<file path="config.mk">
export PLATFORM = sky130hd
export DESIGN_NAME = bshift_norm_unit
export DESIGN_NICKNAME = d
export VERILOG_FILES = /design/src/rtl/bsn_pkg.sv /design/src/rtl/bsn_lzc.sv /design/src/rtl/bsn_rshift.sv /design/src/rtl/bshift_norm_unit.sv
export SDC_FILE = /design/constraint.sdc
export NUM_CORES = 1
export LEC_CHECK = 0
export ABC_AREA = 1
export BUFFER_PORTS_ARGS = -buffer_cell sky130_fd_sc_hd__buf_2
export CORE_MARGIN = 2
export CORE_UTILIZATION = 35
export DETAILED_ROUTE_END_ITERATION = 8
export GPL_ROUTABILITY_DRIVEN = 0
export GPL_TIMING_DRIVEN = 1
export PLACE_DENSITY_LB_ADDON = 0.1
export REMOVE_ABC_BUFFERS = 1
export SLEW_MARGIN = 20
export SYNTH_ARGS = -nofsm -noshare
export SYNTH_HDL_FRONTEND = slang
export SYNTH_SLANG_ARGS = --single-unit
export TNS_END_PERCENT = 20
</file>
<file path="constraint.sdc">
create_clock -name clk -period 4 [get_ports clk]
set_clock_uncertainty 0.15 [all_clocks]
set_input_delay 0.8 -clock clk [delete_from_list [all_inputs] [get_ports clk]]
set_output_delay 0.8 -clock clk [all_outputs]
set_load 0.01 [all_outputs]
</file>
<file path="src/rtl/bsn_pkg.sv">
package bsn_pkg;

  typedef enum logic [2:0] {
    OP_ALIGN = 3'd0,
    OP_NORM  = 3'd1,
    OP_ASL   = 3'd2,
    OP_ASR   = 3'd3,
    OP_LSL   = 3'd4,
    OP_LSR   = 3'd5,
    OP_RSV6  = 3'd6,
    OP_RSV7  = 3'd7
  } bsn_op_e;

endpackage

</file>
<file path="src/rtl/bsn_lzc.sv">
module bsn_lzc #(
  parameter int W  = 32,
  parameter int CW = $clog2(W) + 1
) (
  input  logic [W-1:0]  din,
  output logic [CW-1:0] cnt,
  output logic          all_zero
);

  // Scan from bit 0 upward; the highest set bit is written last and wins.
  always_comb begin
    cnt = CW'(W);
    for (int i = 0; i < W; i++) begin
      if (din[i]) cnt = CW'(W - 1 - i);
    end
  end

  assign all_zero = ~|din;

endmodule

</file>
<file path="src/rtl/bsn_rshift.sv">
module bsn_rshift #(
  parameter int DW   = 64,
  parameter int SH_W = 5
) (
  input  logic [DW-1:0]   din,
  input  logic            fill,
  input  logic [SH_W-1:0] amt,
  output logic [DW-1:0]   dout
);

  logic [DW-1:0] stg [SH_W+1];

  assign stg[0] = din;

  // Logarithmic network: stage g moves the word by 2**g positions.
  for (genvar g = 0; g < SH_W; g++) begin : g_stage
    localparam int D = 1 << g;
    assign stg[g+1] = amt[g] ? {{D{fill}}, stg[g][DW-1:D]} : stg[g];
  end

  assign dout = stg[SH_W];

endmodule

</file>
<file path="src/rtl/bshift_norm_unit.sv">
module bshift_norm_unit #(
  parameter int DATA_W = 32,
  parameter int AMT_W  = 8
) (
  input  logic                       clk,
  input  logic                       rst,
  input  logic                       in_valid,
  input  logic [2:0]                 op,
  input  logic [DATA_W-1:0]          data_in,
  input  logic [AMT_W-1:0]           shamt,
  output logic                       out_valid,
  output logic [DATA_W-1:0]          data_out,
  output logic [$clog2(DATA_W):0]    lz_count,
  output logic                       norm_zero,
  output logic                       carry_out,
  output logic                       ovf_out,
  output logic                       guard_out,
  output logic                       round_out,
  output logic                       sticky_out
);
  import bsn_pkg::*;

  localparam int SH_W  = $clog2(DATA_W);
  localparam int CNT_W = SH_W + 1;
  localparam int XW    = 2 * DATA_W;

  bsn_op_e op_e;
  assign op_e = bsn_op_e'(op);

  // Leading-zero count feeds the shared shifter in normalize mode.
  logic [CNT_W-1:0] lz;
  logic             in_zero;

  bsn_lzc #(.W(DATA_W), .CW(CNT_W)) u_lzc (
    .din      (data_in),
    .cnt      (lz),
    .all_zero (in_zero)
  );

  // Left shifts run through the right shifter on a bit-reversed word.
  logic [DATA_W-1:0] data_rev;
  for (genvar i = 0; i < DATA_W; i++) begin : g_rev_in
    assign data_rev[i] = data_in[DATA_W-1-i];
  end

  logic is_left;
  always_comb begin
    case (op_e)
      OP_NORM, OP_ASL, OP_LSL: is_left = 1'b1;
      default:                 is_left = 1'b0;
    endcase
  end

  logic            align_big;
  logic [SH_W-1:0] sh_amt;
  logic            sh_fill;
  logic [XW-1:0]   sh_in;
  logic [XW-1:0]   sh_out;

  assign align_big = (shamt >= AMT_W'(DATA_W));
  assign sh_amt    = (op_e == OP_NORM) ? lz[SH_W-1:0] : shamt[SH_W-1:0];
  assign sh_fill   = (op_e == OP_ASR) & data_in[DATA_W-1];
  assign sh_in     = {(is_left ? data_rev : data_in), {DATA_W{1'b0}}};

  bsn_rshift #(.DW(XW), .SH_W(SH_W)) u_shift (
    .din  (sh_in),
    .fill (sh_fill),
    .amt  (sh_amt),
    .dout (sh_out)
  );

  // Upper half is the result, lower half holds the bits pushed out.
  logic [DATA_W-1:0] hi;
  logic [DATA_W-1:0] lo;
  logic [DATA_W-1:0] hi_rev;

  assign hi = sh_out[XW-1:DATA_W];
  assign lo = sh_out[DATA_W-1:0];

  for (genvar i = 0; i < DATA_W; i++) begin : g_rev_out
    assign hi_rev[i] = hi[DATA_W-1-i];
  end

  logic [DATA_W-1:0] n_data;
  logic [CNT_W-1:0]  n_lz;
  logic              n_zero, n_carry, n_ovf, n_guard, n_round, n_sticky;

  always_comb begin
    n_data   = data_in;
    n_lz     = '0;
    n_zero   = 1'b0;
    n_carry  = 1'b0;
    n_ovf    = 1'b0;
    n_guard  = 1'b0;
    n_round  = 1'b0;
    n_sticky = 1'b0;
    case (op_e)
      OP_ALIGN: begin
        if (align_big) begin
          n_data   = '0;
          n_sticky = ~in_zero;
        end else begin
          n_data   = hi;
          n_guard  = lo[DATA_W-1];
          n_round  = lo[DATA_W-2];
          n_sticky = |lo[DATA_W-3:0];
        end
      end
      OP_NORM: begin
        n_data = hi_rev;
        n_lz   = lz;
        n_zero = in_zero;
      end
      OP_ASL: begin
        n_data  = hi_rev;
        n_carry = lo[DATA_W-1];
        n_ovf   = hi_rev[DATA_W-1] ^ data_in[DATA_W-1];
      end
      OP_LSL: begin
        n_data  = hi_rev;
        n_carry = lo[DATA_W-1];
      end
      OP_ASR, OP_LSR: begin
        n_data  = hi;
        n_carry = lo[DATA_W-1];
      end
      OP_RSV6, OP_RSV7: n_data = data_in;
      default:          n_data = data_in;
    endcase
  end

  always_ff @(posedge clk) begin
    if (rst) begin
      out_valid  <= 1'b0;
      data_out   <= '0;
      lz_count   <= '0;
      norm_zero  <= 1'b0;
      carry_out  <= 1'b0;
      ovf_out    <= 1'b0;
      guard_out  <= 1'b0;
      round_out  <= 1'b0;
      sticky_out <= 1'b0;
    end else begin
      out_valid <= in_valid;
      if (in_valid) begin
        data_out   <= n_data;
        lz_count   <= n_lz;
        norm_zero  <= n_zero;
        carry_out  <= n_carry;
        ovf_out    <= n_ovf;
        guard_out  <= n_guard;
        round_out  <= n_round;
        sticky_out <= n_sticky;
      end
    end
  end

endmodule

</file>
==> summary.txt <==
Yosys
  – Async S/R FF share, synth: 0%
  – Share of the synthesized area in the top cell type: about 25%
  – Register area share after synthesis: between 10% and 20%
  – Most common flop cell mapped by yosys: dfxtp_1
  – Post-synth EDFFs: 0
  – Leading area contributor after synthesis: nand3_1
  – Count of state elements after synthesis: 45
  – Distinct cell type count after synthesis: 31
  – Synthesized area per cell: 5.218 um^2
  – Largest cells by area after synthesis: nand3_1 (25%), nand2_1 (19%), dfxtp_1 (18%)
  – Synth Warn #: 0
  – Count leader, synth: nand2_1
  – Synth cell count leaders: nand2_1 (257), nand3_1 (251), o21ai_0 (99)
  – Mapped Area: 0.005015 mm^2
  – Cell count after synthesis: 961

Clocking
  – Clock slew at reported path FFs: 0.08 ns
  – CTS Buf Count: 5
  – Clock tree buffer depth: 2
  – Clk sink count: 45
  – Clk Latency, worst-skew pair: between 0.2 and 0.3 ns
  – Clock root cell: clkbuf_16
  – H-tree depth: 2
  – CTS tree: done

Place
  – Dpl cell area: between 0.006 and 0.007 mm^2
  – HPWL Detailed: 17050 um
  – Port bufs: 90

STA
  – Tmin final: 4.052 ns
  – Worst rel slew slack: 31.62%
  – Final period utilization: 101.3%
  – Final worst slack: -0.05187 ns
  – Slew @ Worst Pin: 1.025 ns
  – Slew Viols, Final: 0
  – RSZ-0062 raised after global routing: true
  – Max Clock Freq: 246.8 MHz
  – Hold violation count in the final report: 0
  – Final setup viols: 9

Finish
  – Fillers: roughly 1600
  – Register Area: 900.9 um^2
  – Area grow syn2layout: 32.98%
  – Layout net count: 1127
  – Fin util: a little under half
  – Finished Cell Area: 0.006669 mm^2
  – Area of the multi-input gates: 0.003906 mm^2
  – N_diodes: 0
  – Layout cells sized above 1: between 20% and 30%

Critical path
  – Critical-path top delay cell: nand2_4
  – Top cell by count, worst path: nand2_1
  – CP max FO: 7
  – Worst setup EP type: flip-flop
  – Reg2reg setup slack: 3.10 ns
  – Startpoint types: primary input
  – WS Path Type: in -> reg
  – Slowest stage delay, CP: 0.15 ns
  – Critical Path RT: a little over 4 ns
  – CP arrival: 4.09 ns

Drt
  – Total iterations of the first detailed-routing run: 6
  – Number of vias in the routed layout: 7051
  – Routed Antenna Nets: 0
  – DR iter-0 viols: around 840
  – Routed WL: 21990 um
  – Vias per inst: between 5 and 6
  – DRC Markers: 0
  – WL per Instance: 17.42 um

Power and ir drop
  – Sw Pwr: between 800 and 900 uW
  – Maximum VDD drop: about 0.18 mV
  – Pwr dens: 281.2 mW/mm^2
  – Sequential share of power: 26.3%
  – Leak: 0.003302 uW
  – Total Power: 1876 uW
  – Int Pwr: 1046 uW
  – Clk pwr share: between 20% and 30%
  – Combinational fraction of design power: 50.0%
  – Sw Share: 44.21%

Outcome
  – Failing checks: setup timing
  – Status: finished with violations

Job
  – Maxcap violations: 0

Floorplan
  – Die W: between 100 and 150 um
  – Die Height: 123.7 um
  – Core footprint: ~0.014 mm^2
  – FP Rows: 43
  – Area of the die: 0.01530 mm^2
  – Top-Level Pins: a little over 90
  – Initial Util: 35.99%

Global route
  – Vias in the first global route: between 6000 and 7000
  – GR Overflow Total: 0
  – First-pass GRT wire length: 33510 um
  – Global-route total usage across every layer: 28.32%
  – Largest net degree at the start of global routing: 68
  – Initial antenna violation count: 0

Min path
  – Hold crit path type: reg -> reg
power by group through the flow:
stage	Combinational (uW)	Clock [uW]	Sequential, uW
2_1_floorplan	484	0	517
3_3_place_gp	852	0	503
3_5_place_dp	847	0	503
4_1_cts	853	451	493
5_1_grt	1030	470	496
6_report	938	445	493
per-stage QoR:
stage	setup TNS (ns)	setup slack (ns)	hold WS, ns	instances
4_1_cts	-0.08137	-0.03060	0.3206	1260
3_5_place_dp	-10.38	-0.4386	0.3081	1252
6_report	-0.1767	-0.05187	0.3150	1262
2_1_floorplan	-98.59	-2.758	0.3339	901
3_3_place_gp	-11.02	-0.4364	0.3039	1252
5_1_grt	-10.59	-0.4198	0.3375	1262
layout by cell type, fill, tap and decap left out, types with 7 or more instances in the layout:
cell type  count
buf_4         75
nand3_1      217
o21ai_2       14
nor2_1        74
a31oi_1        8
nand2_2       15
a21oi_1       16
inv_1         74
nand3_2       34
nor2_2         7
nor3_1         8
o21ai_0       87
dfxtp_1       45
buf_2         87
o21ai_1       13
nand2_1      242
repair_timing:
item,CTS,global route
setup endpoints to repair,10,37
hold buffers,0,0
gates resized for setup,6,105
gates cloned,0,1
pin swaps,0,13
setup buffers,0,1
layer usage:
layer / global-route usage (%) / vias to the layer above / share of wire [%]
li1: - / 3489 / -
met1: 39.35 / 3177 / 45
met2: 45.19 / 334 / 45
met3: 3.342 / 51 / 6.8
met4: 9.801 / 0 / 3.5
met5: 0 / - / 0
sequential cells by signal (all words and copies together), names as in the netlist:
signal / flops
carry_out: 1
data_out: 32
guard_out: 1
lz_count: 6
norm_zero: 1
out_valid: 1
ovf_out: 1
round_out: 1
sticky_out: 1
critical path, delay by kind of cell:
kind                   cells  cell delay, ns
AOI/OAI and AO/OA          1            0.06
buffers and inverters      4            0.44
and+or+nand+nor           42            2.79
cells by family (layout without fill, tap and decap cells):
| family | count (synthesis) | in the layout | share of synthesized area [%] |
|---|---|---|---|
| DFF | 45 | 45 | 17.96 |
| and+or+nand+nor | 611 | 611 | 52.99 |
| buffers and inverters | 142 | 263 | 11.40 |
| AOI/OAI and AO/OA | 163 | 163 | 17.64 |
worst paths after layout:
kind	startpoint	to	depth (start not counted)
setup reg to reg	data_out[0]	data_out[0]	3
hold / removal	lz_count[4]	lz_count[4]	2
hold reg to reg	lz_count[4]	lz_count[4]	2
setup / recovery	data_in[2]	sticky_out	47
cell type report:
class | instances | share of cell area (%)
well taps | 180 | 3.377
clock buffers | 5 | 1.876
clock inverters | 3 | 0.3752
inverters | 82 | 4.690
repair buffers | 173 | 17.60
multi-input cells | 774 | 58.57
flip-flops and latches | 45 | 13.51
No activity file was read; power rests on OpenSTA's default activity.
